<file path="config.mk">
export PLATFORM = sky130hd
export DESIGN_NAME = sser_master
export DESIGN_NICKNAME = d
export VERILOG_FILES = /design/src/rtl/sser_pkg.sv /design/src/rtl/sser_rate.sv /design/src/rtl/sser_shift.sv /design/src/rtl/sser_master.sv
export SDC_FILE = /design/constraint.sdc
export NUM_CORES = 1
export LEC_CHECK = 0
export BUFFER_PORTS_ARGS = -buffer_cell sky130_fd_sc_hd__clkbuf_2
export CAP_MARGIN = 20
export CORE_ASPECT_RATIO = 1.75
export CORE_MARGIN = 5
export CORE_UTILIZATION = 25
export CTS_BUF_LIST = sky130_fd_sc_hd__clkbuf_4
export DETAILED_ROUTE_END_ITERATION = 7
export HOLD_SLACK_MARGIN = 0.08
export PLACE_DENSITY_LB_ADDON = 0.2
export SETUP_SLACK_MARGIN = 0.2
export SLEW_MARGIN = 40
export SYNTH_ARGS = -nofsm -noshare
export SYNTH_HDL_FRONTEND = slang
export SYNTH_SLANG_ARGS = --single-unit
export TNS_END_PERCENT = 30
</file>
<file path="constraint.sdc">
create_clock -name clk -period 3.4 [get_ports clk]
set_input_delay 0.68 -clock clk [delete_from_list [all_inputs] [get_ports clk]]
set_output_delay 0.68 -clock clk [all_outputs]
set_load 0.02 [all_outputs]
</file>
<file path="src/rtl/sser_pkg.sv">
package sser_pkg;

  // smallest legal length code (length minus one)
  localparam int MIN_LEN_M1 = 3;

  typedef enum logic {
    ST_IDLE = 1'b0,
    ST_RUN  = 1'b1
  } sser_state_e;

endpackage

</file>
<file path="src/rtl/sser_rate.sv">
// Half-bit tick generator: a prescale stage of Peff/2 cycles cascaded
// with a rate stage of (rate+1) wraps.
module sser_rate #(
  parameter int PSW = 8,
  parameter int RW  = 8
) (
  input  logic           clk,
  input  logic           rst,
  input  logic           run,
  input  logic [PSW-1:0] prescale,
  input  logic [RW-1:0]  rate,
  output logic           tick
);

  localparam int HPW = PSW - 1;

  logic [HPW-1:0] half_pre;
  logic [HPW-1:0] pcnt_q;
  logic [RW-1:0]  rcnt_q;
  logic           pre_end;

  // bit 0 dropped; zero becomes one (prescale of two)
  assign half_pre = (prescale[PSW-1:1] == '0) ? HPW'(1) : prescale[PSW-1:1];
  assign pre_end  = (pcnt_q == half_pre - HPW'(1));
  assign tick     = run && pre_end && (rcnt_q == rate);

  always_ff @(posedge clk) begin
    if (rst || !run) begin
      pcnt_q <= '0;
      rcnt_q <= '0;
    end else if (pre_end) begin
      pcnt_q <= '0;
      if (rcnt_q == rate) rcnt_q <= '0;
      else                rcnt_q <= rcnt_q + RW'(1);
    end else begin
      pcnt_q <= pcnt_q + HPW'(1);
    end
  end

endmodule

</file>
<file path="src/rtl/sser_shift.sv">
// Transmit and receive shift registers. The transmit word is left aligned
// so the serial output is always the top bit.
module sser_shift #(
  parameter int DW = 16
) (
  input  logic                  clk,
  input  logic                  rst,
  input  logic                  load,
  input  logic [DW-1:0]         word,
  input  logic [$clog2(DW)-1:0] len_m1,
  input  logic                  shift_en,
  input  logic                  sample_en,
  input  logic                  din,
  output logic                  dout,
  output logic [DW-1:0]         rx_word
);

  localparam int LENW = $clog2(DW);

  logic [DW-1:0]   txsr_q;
  logic [DW-1:0]   rxsr_q;
  logic [LENW-1:0] align;

  assign align   = LENW'(DW - 1) - len_m1;
  assign dout    = txsr_q[DW-1];
  assign rx_word = rxsr_q;

  always_ff @(posedge clk) begin
    if (rst) begin
      txsr_q <= '0;
    end else if (load) begin
      txsr_q <= word << align;
    end else if (shift_en) begin
      txsr_q <= {txsr_q[DW-2:0], 1'b0};
    end
  end

  always_ff @(posedge clk) begin
    if (rst) begin
      rxsr_q <= '0;
    end else if (load) begin
      rxsr_q <= '0;
    end else if (sample_en) begin
      rxsr_q <= {rxsr_q[DW-2:0], din};
    end
  end

endmodule

</file>
<file path="src/rtl/sser_master.sv">
module sser_master #(
  parameter int DW  = 16,
  parameter int PSW = 8,
  parameter int RW  = 8
) (
  input  logic                  clk,
  input  logic                  rst,
  input  logic                  cfg_enable,
  input  logic [$clog2(DW)-1:0] cfg_len_m1,
  input  logic                  cfg_cpol,
  input  logic                  cfg_cpha,
  input  logic [PSW-1:0]        cfg_prescale,
  input  logic [RW-1:0]         cfg_rate,
  input  logic                  cfg_loopback,
  input  logic [DW-1:0]         tx_data,
  input  logic                  tx_valid,
  output logic                  tx_ready,
  output logic [DW-1:0]         rx_data,
  output logic                  rx_valid,
  output logic                  busy,
  output logic                  sclk,
  output logic                  mosi,
  input  logic                  miso,
  output logic                  ss_n
);

  import sser_pkg::*;

  localparam int LENW = $clog2(DW);
  localparam int ECW  = $clog2(2 * DW + 1);

  sser_state_e     state_q;
  logic [ECW-1:0]  ecnt_q;
  logic [LENW-1:0] len_q;
  logic            cpha_q, cpol_q, loop_q;
  logic [PSW-1:0]  pre_q;
  logic [RW-1:0]   rate_q;
  logic            sclk_q, ssn_q, rxv_q;
  logic [DW-1:0]   rxd_q;

  logic            tick, run, start;
  logic [LENW-1:0] len_eff;
  logic [ECW-1:0]  edges_total;
  logic            at_end, edge_go, sample_en, shift_en;
  logic            din, dout;
  logic [DW-1:0]   rx_word;

  assign run     = (state_q == ST_RUN);
  assign start   = (state_q == ST_IDLE) && cfg_enable && tx_valid;
  assign len_eff = (cfg_len_m1 < LENW'(MIN_LEN_M1)) ? LENW'(MIN_LEN_M1) : cfg_len_m1;

  // 2N transitions per frame; the tick after the last one closes it
  assign edges_total = ECW'({len_q, 1'b0}) + ECW'(2);
  assign at_end      = tick && (ecnt_q == edges_total);
  assign edge_go     = tick && !at_end;
  assign sample_en   = edge_go && (ecnt_q[0] == cpha_q);
  assign shift_en    = edge_go && (cpha_q ? (!ecnt_q[0] && (ecnt_q != '0)) : ecnt_q[0]);
  assign din         = loop_q ? dout : miso;

  sser_rate #(.PSW(PSW), .RW(RW)) u_rate (
    .clk      (clk),
    .rst      (rst),
    .run      (run),
    .prescale (pre_q),
    .rate     (rate_q),
    .tick     (tick)
  );

  sser_shift #(.DW(DW)) u_shift (
    .clk       (clk),
    .rst       (rst),
    .load      (start),
    .word      (tx_data),
    .len_m1    (len_eff),
    .shift_en  (shift_en),
    .sample_en (sample_en),
    .din       (din),
    .dout      (dout),
    .rx_word   (rx_word)
  );

  always_ff @(posedge clk) begin
    if (rst) begin
      state_q <= ST_IDLE;
      ecnt_q  <= '0;
      len_q   <= LENW'(MIN_LEN_M1);
      cpha_q  <= 1'b0;
      cpol_q  <= 1'b0;
      loop_q  <= 1'b0;
      pre_q   <= '0;
      rate_q  <= '0;
      sclk_q  <= 1'b0;
      ssn_q   <= 1'b1;
      rxv_q   <= 1'b0;
      rxd_q   <= '0;
    end else begin
      rxv_q <= 1'b0;
      if (!cfg_enable) begin
        state_q <= ST_IDLE;
        ssn_q   <= 1'b1;
        sclk_q  <= cfg_cpol;
        ecnt_q  <= '0;
      end else if (state_q == ST_IDLE) begin
        sclk_q <= cfg_cpol;
        if (tx_valid) begin
          state_q <= ST_RUN;
          ssn_q   <= 1'b0;
          ecnt_q  <= '0;
          len_q   <= len_eff;
          cpha_q  <= cfg_cpha;
          cpol_q  <= cfg_cpol;
          loop_q  <= cfg_loopback;
          pre_q   <= cfg_prescale;
          rate_q  <= cfg_rate;
        end
      end else if (tick) begin
        if (at_end) begin
          state_q <= ST_IDLE;
          ssn_q   <= 1'b1;
          rxv_q   <= 1'b1;
          rxd_q   <= rx_word;
          sclk_q  <= cpol_q;
        end else begin
          sclk_q <= ~sclk_q;
          ecnt_q <= ecnt_q + ECW'(1);
        end
      end
    end
  end

  assign tx_ready = (state_q == ST_IDLE) && cfg_enable;
  assign busy     = run;
  assign sclk     = sclk_q;
  assign mosi     = dout;
  assign ss_n     = ssn_q;
  assign rx_valid = rxv_q;
  assign rx_data  = rxd_q;

endmodule

</file>
==> summary.md, run 1 <==
| Metric | Value |
|---|---|
| Final worst hold slack | `0.418 ns` |
| Status | `complete, no violations` |
| Synthesized area per cell | `8.00 um^2` |
| Gr usage total | `14.0%` |
| Final setup viols | `0` |
| Post-synth ARST share | `0%` |
| Root Driver | `clkbuf_4` |
| Num CTS Buffers | `9` |
| Antenna Nets Post-Route | `0` |
| Commonest non-fill, non-tap cell in the layout | `dfxtp_1` |
| Synth warn | `0` |
| Critical path arrival | `3.42 ns` |
| Sequential area share after synthesis | `35.1%` |
| Largest buffer count on any clock path | `2` |
| Synth Flop Type | `dfxtp_1` |
| Vias in the first global route | `5340` |
| Gate Count Post-Synth | `677` |
| Worst-path cell chain | `nor3_4 -> a21oi_1 -> ha_2 -> o21ba_2 -> a221oi_2 -> a41oi_2 -> or4_4 -> buf_12 -> or4_1 -> a21oi_2` |
| CP endpoint kind | `flip-flop` |
| Largest net degree at the start of global routing | `50` |
| Core ar. | `21400 um^2` |
| Worst skew pair latency | `0.47 ns` |
| Crit path required time | `3.79 ns` |
| Post-DP HPWL | `12.4 mm` |
| Clock Skew | `0.0240 ns` |
| Placed Cells | `1007` |
| Vias per inst | `5.10` |
| Final hold violation count | `0` |
| RSZ-0062 raised after global routing | `false` |
| Clock power share | `28.8%` |
| Post-synth EDFFs | `0` |
| Delay of the slowest critical-path stage | `0.63 ns` |
| Minimum clock period after layout | `3.03 ns` |
| Post-layout util | `29.6%` |
| GRT overflow | `0` |
| CP bufs+invs | `1` |
| Commonest non-fill, non-tap cells in the layout | `dfxtp_1 (94), a21oi_1 (77), nand2_1 (70)` |
| Slowest-stage cell, CP | `or4_4` |
| Delay-heaviest family, CP | `simple AND/OR/NAND/NOR gates` |
| Final GP Congestion | `0.783` |
| Synth unique cells | `67` |
| Die Height | `205 um` |
| Seq pwr share | `47.9%` |
| Max VDD drop | `0.215 mV` |
| Sw Ratio | `32.1%` |
| Starting Density | `25.3%` |
| Port buffer count | `64` |
| Syn nets | `727` |
| Rows | `71` |
| Wire length per cell | `16.5 um` |
| 1st-iter DRT viols | `267` |
| Max Fclk | `330 MHz` |
| Routed vias | `5222` |
| Worst Tran Pin Value | `0.689 ns` |
| Finished Layout Cells | `1024` |
| Tcrit/Tclk final | `89.2%` |
| Detailed Route WL | `16.9 mm` |
| Worst hold path type | `primary input to flip-flop` |
| Power Internal | `1.65 mW` |
| Area grow syn2layout | `17.0%` |
| Combinational share of power | `23.3%` |
| Setup TNS | `0 ns` |
| Fin. max-slew vios | `0` |
| H-tree depth | `3` |
| Nets | `777` |
| CTS Sinks | `95` |
| Die ar. | `24800 um^2` |
| TritonCTS clock tree | `done` |
| Startpoint Class | `flip-flop` |
| Psw | `780 uW` |
| Share of cells above drive strength 1 | `20.0%` |
| Setup CP Type | `flip-flop to flip-flop` |
| Crit path max fanout | `24` |
| DIE WIDTH | `121 um` |
| Synth Register Bits | `95` |
| Drt first pass iters | `4` |
| Ports | `66` |
| Initial antenna violation count | `2` |
| Max transition margin | `54.1%` |
| Worst-path clk slew | `0.14 ns` |
| Static leakage | `2.28 nW` |
| First-pass GRT wire length | `27.9 mm` |
| DRC | `0` |
| Pwr Density | `383 nW/um^2` |
| Mapped cell area | `5420 um^2` |
| FILL cells | `2387` |
| Max-Cap Viols | `0` |
final cells by class:
class	count	area [um^2]	area share (%)
Clock buffer	9	67.6	1.07
Clock inverter	6	85.1	1.34
Antenna cell	1	2.50	0.0395
Multi-Input combinational cell	512	3260	51.4
Tap cell	292	365	5.76
Timing Repair Buffer	101	623	9.83
Sequential cell	95	1910	30.1
Inverter	8	30.0	0.474
worst min-delay path: cells and delay by family:
kind | cells | cell delay [ns]
and+or+nand+nor | 1 | 0.05
AOI/OAI and AO/OA | 1 | 0.05
buffers and inverters | 1 | 0.08
repair_timing:
item | 4_1_cts | 5_1_grt
pin swaps | 0 | 2
buffers inserted | 0 | 1
hold buffers | 0 | 0
cloned | 0 | 0
endpoints found under the setup margin | 14 | 3
gates resized for setup | 1 | 8
Yosys cell counts (all sizes together), types with 13 or more instances:
library cell	n	area [um^2]
nor2	29	109
a21oi	78	390
o21ai	45	229
nand4	18	113
nor4	13	115
a211oi	30	240
nor3	18	100
nand2	70	263
dfxtp	95	1900
clkbuf	46	173
buf	16	86.3
xor2	16	140
o31ai	26	195
nand3	35	175
flip-flops by register name, summed over array words and instances (netlist names):
| signal | cells |
|---|---|
| u_shift.rx_word | 16 |
| u_shift.txsr_q | 16 |
| cpha_q | 1 |
| rx_valid | 1 |
| u_rate.rcnt_q | 8 |
| len_q | 4 |
| ss_n | 1 |
| rx_data | 16 |
| loop_q | 1 |
| busy | 1 |
| sclk | 1 |
| u_rate.pcnt_q | 7 |
| cpol_q | 1 |
| ecnt_q | 6 |
| rate_q | 8 |
| pre_q | 7 |
power by group through the flow:
stage | registers, mW | logic [mW] | clock network (mW)
6_report | 1.16 | 0.565 | 0.700
5_1_grt | 1.17 | 0.626 | 0.768
4_1_cts | 1.16 | 0.563 | 0.733
3_5_place_dp | 1.19 | 0.558 | 0
3_3_place_gp | 1.19 | 0.557 | 0
2_1_floorplan | 1.18 | 0.358 | 0
logic make-up (layout without fill, tap and decap cells):
family / count (synthesis) / after routing / synth area share (%)
compound gates: 229 / 229 / 27.1
other cells: 0 / 1 / 0
mux: 19 / 19 / 4.32
flops: 95 / 95 / 35.1
xor+xnor: 25 / 25 / 4.04
simple gates: 233 / 233 / 22.7
buf+inv: 70 / 124 / 5.34
fa+ha+maj: 6 / 6 / 1.39
metrics by stage:
stage / power, mW / cell area (um^2) / setup slack [ns]
final: 2.43 / 6340 / 0.368
after floorplan: 1.54 / 5420 / 0.445
after CTS: 2.46 / 6290 / 0.301
after detailed placement: 1.75 / 6140 / 0.140
after global placement: 1.74 / 6140 / 0.172
after global routing: 2.56 / 6340 / 0.227
routing by layer:
layer / up-vias / global-route usage [%] / part of all wire, %
met1: 2487 / 16.0 / 41
met4: 2 / 5.85 / 2.5
met3: 25 / 1.80 / 3.2
met5: - / 0 / 0.077
met2: 101 / 25.7 / 53
li1: 2607 / - / -
path summary, 6_finish.rpt:
path,startpoint,endpoint,slack (ns),cells past startpoint
worst max-delay path,pre_q[7]$_SDFFE_PP0P_,u_rate.rcnt_q[6]$_SDFFE_PP0N_,0.37,10
worst min-delay path,cfg_prescale[7],pre_q[7]$_SDFFE_PP0P_,0.42,3
worst max register to register,pre_q[7]$_SDFFE_PP0P_,u_rate.rcnt_q[6]$_SDFFE_PP0N_,0.37,10
worst min register to register,u_shift.rx_word[6]$_SDFFE_PP0P_,u_shift.rx_word[7]$_SDFFE_PP0P_,0.47,2
Power figures use the tool's default switching activity.
==> inputs of run 2 (changes only) <==
--- a/config.mk
+++ b/config.mk
@@ -14,6 +14,7 @@
 export DETAILED_ROUTE_END_ITERATION = 7
 export HOLD_SLACK_MARGIN = 0.08
 export PLACE_DENSITY_LB_ADDON = 0.2
+export RECOVER_POWER = 100
 export SETUP_SLACK_MARGIN = 0.2
 export SLEW_MARGIN = 40
 export SYNTH_ARGS = -nofsm -noshare
==> run 2 against run 1 <==
Compared with the run above: first-iteration DRC count down 8.6%; largest power group unchanged; critical path depth unchanged; core utilization down 0.39 points; global-route usage unchanged; critical endpoint unchanged; maximum frequency down 2.3%; sequential share of layout area up 0.40 points; design area down 1.3%.
==> summary.md, run 2 (same netlist as run 1, synthesis figures left out) <==
| Metric | Value |
|---|---|
| Status | `complete, no violations` |
| FILL cells | `2394 (+0.29%)` |
| Hold endpoint | `pre_q[7]$_SDFFE_PP0P_` |
| Minimum clock period after layout | `3.10 ns (+0.0699 ns)` |
| Rows | `71 (unchanged)` |
| Routed vias | `5230 (+0.15%)` |
| R2R setup slack | `0.30 ns (-0.07 ns)` |
| Max Fclk | `322 MHz (-2.3%)` |
| Max transition margin | `32.4% (-22 points)` |
| Tcrit/Tclk final | `91.2% (+2.1 points)` |
| Multi-input logic area | `3230 um^2 (-1.0%)` |
| Worst Tran Pin Value | `1.01 ns (+0.325 ns)` |
| Core ar. | `21400 um^2 (unchanged)` |
| Detailed Route WL | `17.0 mm (+0.53%)` |
| Area grow syn2layout | `15.5%` |
| Max VDD drop | `0.217 mV (+0.97%)` |
| Static leakage | `2.18 nW (-4.3%)` |
| First-pass GRT wire length | `27.9 mm (unchanged)` |
| Gr usage total | `14.0% (unchanged)` |
| Worst-path clk slew | `0.15 ns (about the same)` |
| Final hold violation count | `0 (unchanged)` |
| Worst R2R Path Depth | `10 (unchanged)` |
| Critical path arrival | `3.49 ns (+0.07 ns)` |
| DIE WIDTH | `121 um (unchanged)` |
| Area after DPL | `6140 um^2 (unchanged)` |
| Die Height | `205 um (unchanged)` |
| GRT overflow | `0 (unchanged)` |
| Crit path required time | `3.79 ns (about the same)` |
| Port buffer count | `64 (unchanged)` |
| Clock Skew | `0.0259 ns (+0.00194 ns)` |
| Vias per inst | `5.11 (+0.15%)` |
| Vias in the first global route | `5340 (unchanged)` |
| Largest buffer count on any clock path | `2 (unchanged)` |
| Slack of the critical path | `0.298 ns (-0.0699 ns)` |
| Root Driver | `clkbuf_4` |
| Initial antenna violation count | `2 (unchanged)` |
| Die ar. | `24800 um^2 (unchanged)` |
| Reg2reg start | `pre_q[7]$_SDFFE_PP0P_` |
| Largest net degree at the start of global routing | `50 (unchanged)` |
| Commonest non-fill, non-tap cell in the layout | `dfxtp_1` |
| Num CTS Buffers | `9 (unchanged)` |
| Crit Reg-Reg Endpoint | `u_rate.rcnt_q[6]$_SDFFE_PP0N_` |
| Ports | `66 (unchanged)` |
| DRC | `0 (unchanged)` |
| Pre-CTS setup slack | `0.140 ns (unchanged)` |
| Final GP Congestion | `0.783 (unchanged)` |
| Worst hold path type | `primary input to flip-flop` |
| Antenna Nets Post-Route | `0 (unchanged)` |
| Final Cell Area | `6260 um^2 (-1.3%)` |
| Crit path max fanout | `24 (unchanged)` |
| Wire length per cell | `16.6 um (+0.53%)` |
| Startpoint Class | `flip-flop` |
| Pwr Density | `386 nW/um^2 (+0.84%)` |
| Share of cells above drive strength 1 | `15.3% (-4.7 points)` |
| Starting Density | `25.3% (unchanged)` |
| Hold_sp | `cfg_prescale[7]` |
| Nets | `777 (unchanged)` |
| Setup TNS | `0 ns (unchanged)` |
| 1st-iter DRT viols | `244 (-8.6%)` |
| TritonCTS clock tree | `done` |
| Hold Buf Count CTS | `0 (unchanged)` |
| Max-Cap Viols | `0 (unchanged)` |
| RSZ-0062 raised after global routing | `false` |
| Storage element area | `1910 um^2 (unchanged)` |
| Final setup viols | `0 (unchanged)` |
| Drt first pass iters | `4 (unchanged)` |
| Post-DP HPWL | `12.4 mm (unchanged)` |
| Setup CP Type | `flip-flop to flip-flop` |
| Fin. max-slew vios | `0 (unchanged)` |
| CP endpoint kind | `flip-flop` |
| CTS Sinks | `95 (unchanged)` |
| Hold Crit Depth | `3 (unchanged)` |
| Worst skew pair latency | `0.48 ns (about the same)` |
| H-tree depth | `3 (unchanged)` |
| Commonest non-fill, non-tap cells in the layout | `dfxtp_1 (94), a21oi_1 (77), nand2_1 (70)` |
-- run 2: routing by layer --
metal,part of all wire [%],global-route usage (%),vias to the layer above
met4,2.6,5.85,2
met5,0.076,0,-
met1,41,16.0,2479
met2,53,25.7,119
met3,3.1,1.80,26
li1,-,-,2604
-- run 2: per-stage QoR --
stage	std cells	hold slack [ns]	util (%)	power [mW]
after floorplan	677	0.431	-	1.54
after global placement	1007	0.453	28.7	1.74
after detailed placement	1007	0.460	28.7	1.75
after CTS	1022	0.374	29.4	2.46
after global routing	1024	0.387	29.2	2.54
final	1024	0.412	29.2	2.42
-- run 2: worst max path at each step --
stage | slack, ns | start | end
floorplan | 0.45 | pre_q[5]$_SDFFE_PP0P_ | rx_data[0]$_SDFFE_PP0P_
global placement | 0.17 | pre_q[2]$_SDFFE_PP0P_ | u_rate.rcnt_q[6]$_SDFFE_PP0N_
detailed placement | 0.14 | pre_q[2]$_SDFFE_PP0P_ | u_rate.rcnt_q[6]$_SDFFE_PP0N_
CTS | 0.30 | pre_q[2]$_SDFFE_PP0P_ | u_rate.rcnt_q[6]$_SDFFE_PP0N_
global route | 0.12 | pre_q[7]$_SDFFE_PP0P_ | rx_data[10]$_SDFFE_PP0P_
finish | 0.30 | pre_q[7]$_SDFFE_PP0P_ | u_rate.rcnt_q[6]$_SDFFE_PP0N_
-- run 2: what timing repair did --
| item | 4_1_cts | 5_1_grt |
|---|---|---|
| buffers inserted | 0 | 1 |
| setup endpoints to repair | 14 | 3 |
| resized for setup | 1 | 8 |
| pin swaps | 0 | 2 |
| endpoints found under the hold margin | 0 | 0 |
-- run 2: report_power, final --
group | switching, mW | internal, mW
clock | 0.411 | 0.294
sequential | 0.0222 | 1.14
combinational | 0.348 | 0.201
total | 0.781 | 1.64
-- run 2: cell type report --
cell class                      count  share of cell area (%)
Multi-Input combinational cell    512                    51.6
Sequential cell                    95                    30.5
Timing Repair Buffer              101                    9.16
Tap cell                          292                    5.84
Clock inverter                      6                    1.36
Clock buffer                        9                    1.08
Inverter                            8                   0.480
Antenna cell                        1                  0.0400
-- run 2: critical path: stages, from the launching register on --
cell and delay [ns]:
dfxtp_4 0.40, nor3_4 0.19, a21oi_1 0.09, ha_1 0.28
o21ba_2 0.23, a221oi_2 0.25, a41oi_1 0.12, or4_4 0.64
buf_12 0.19, or4_1 0.49, a21oi_2 0.15
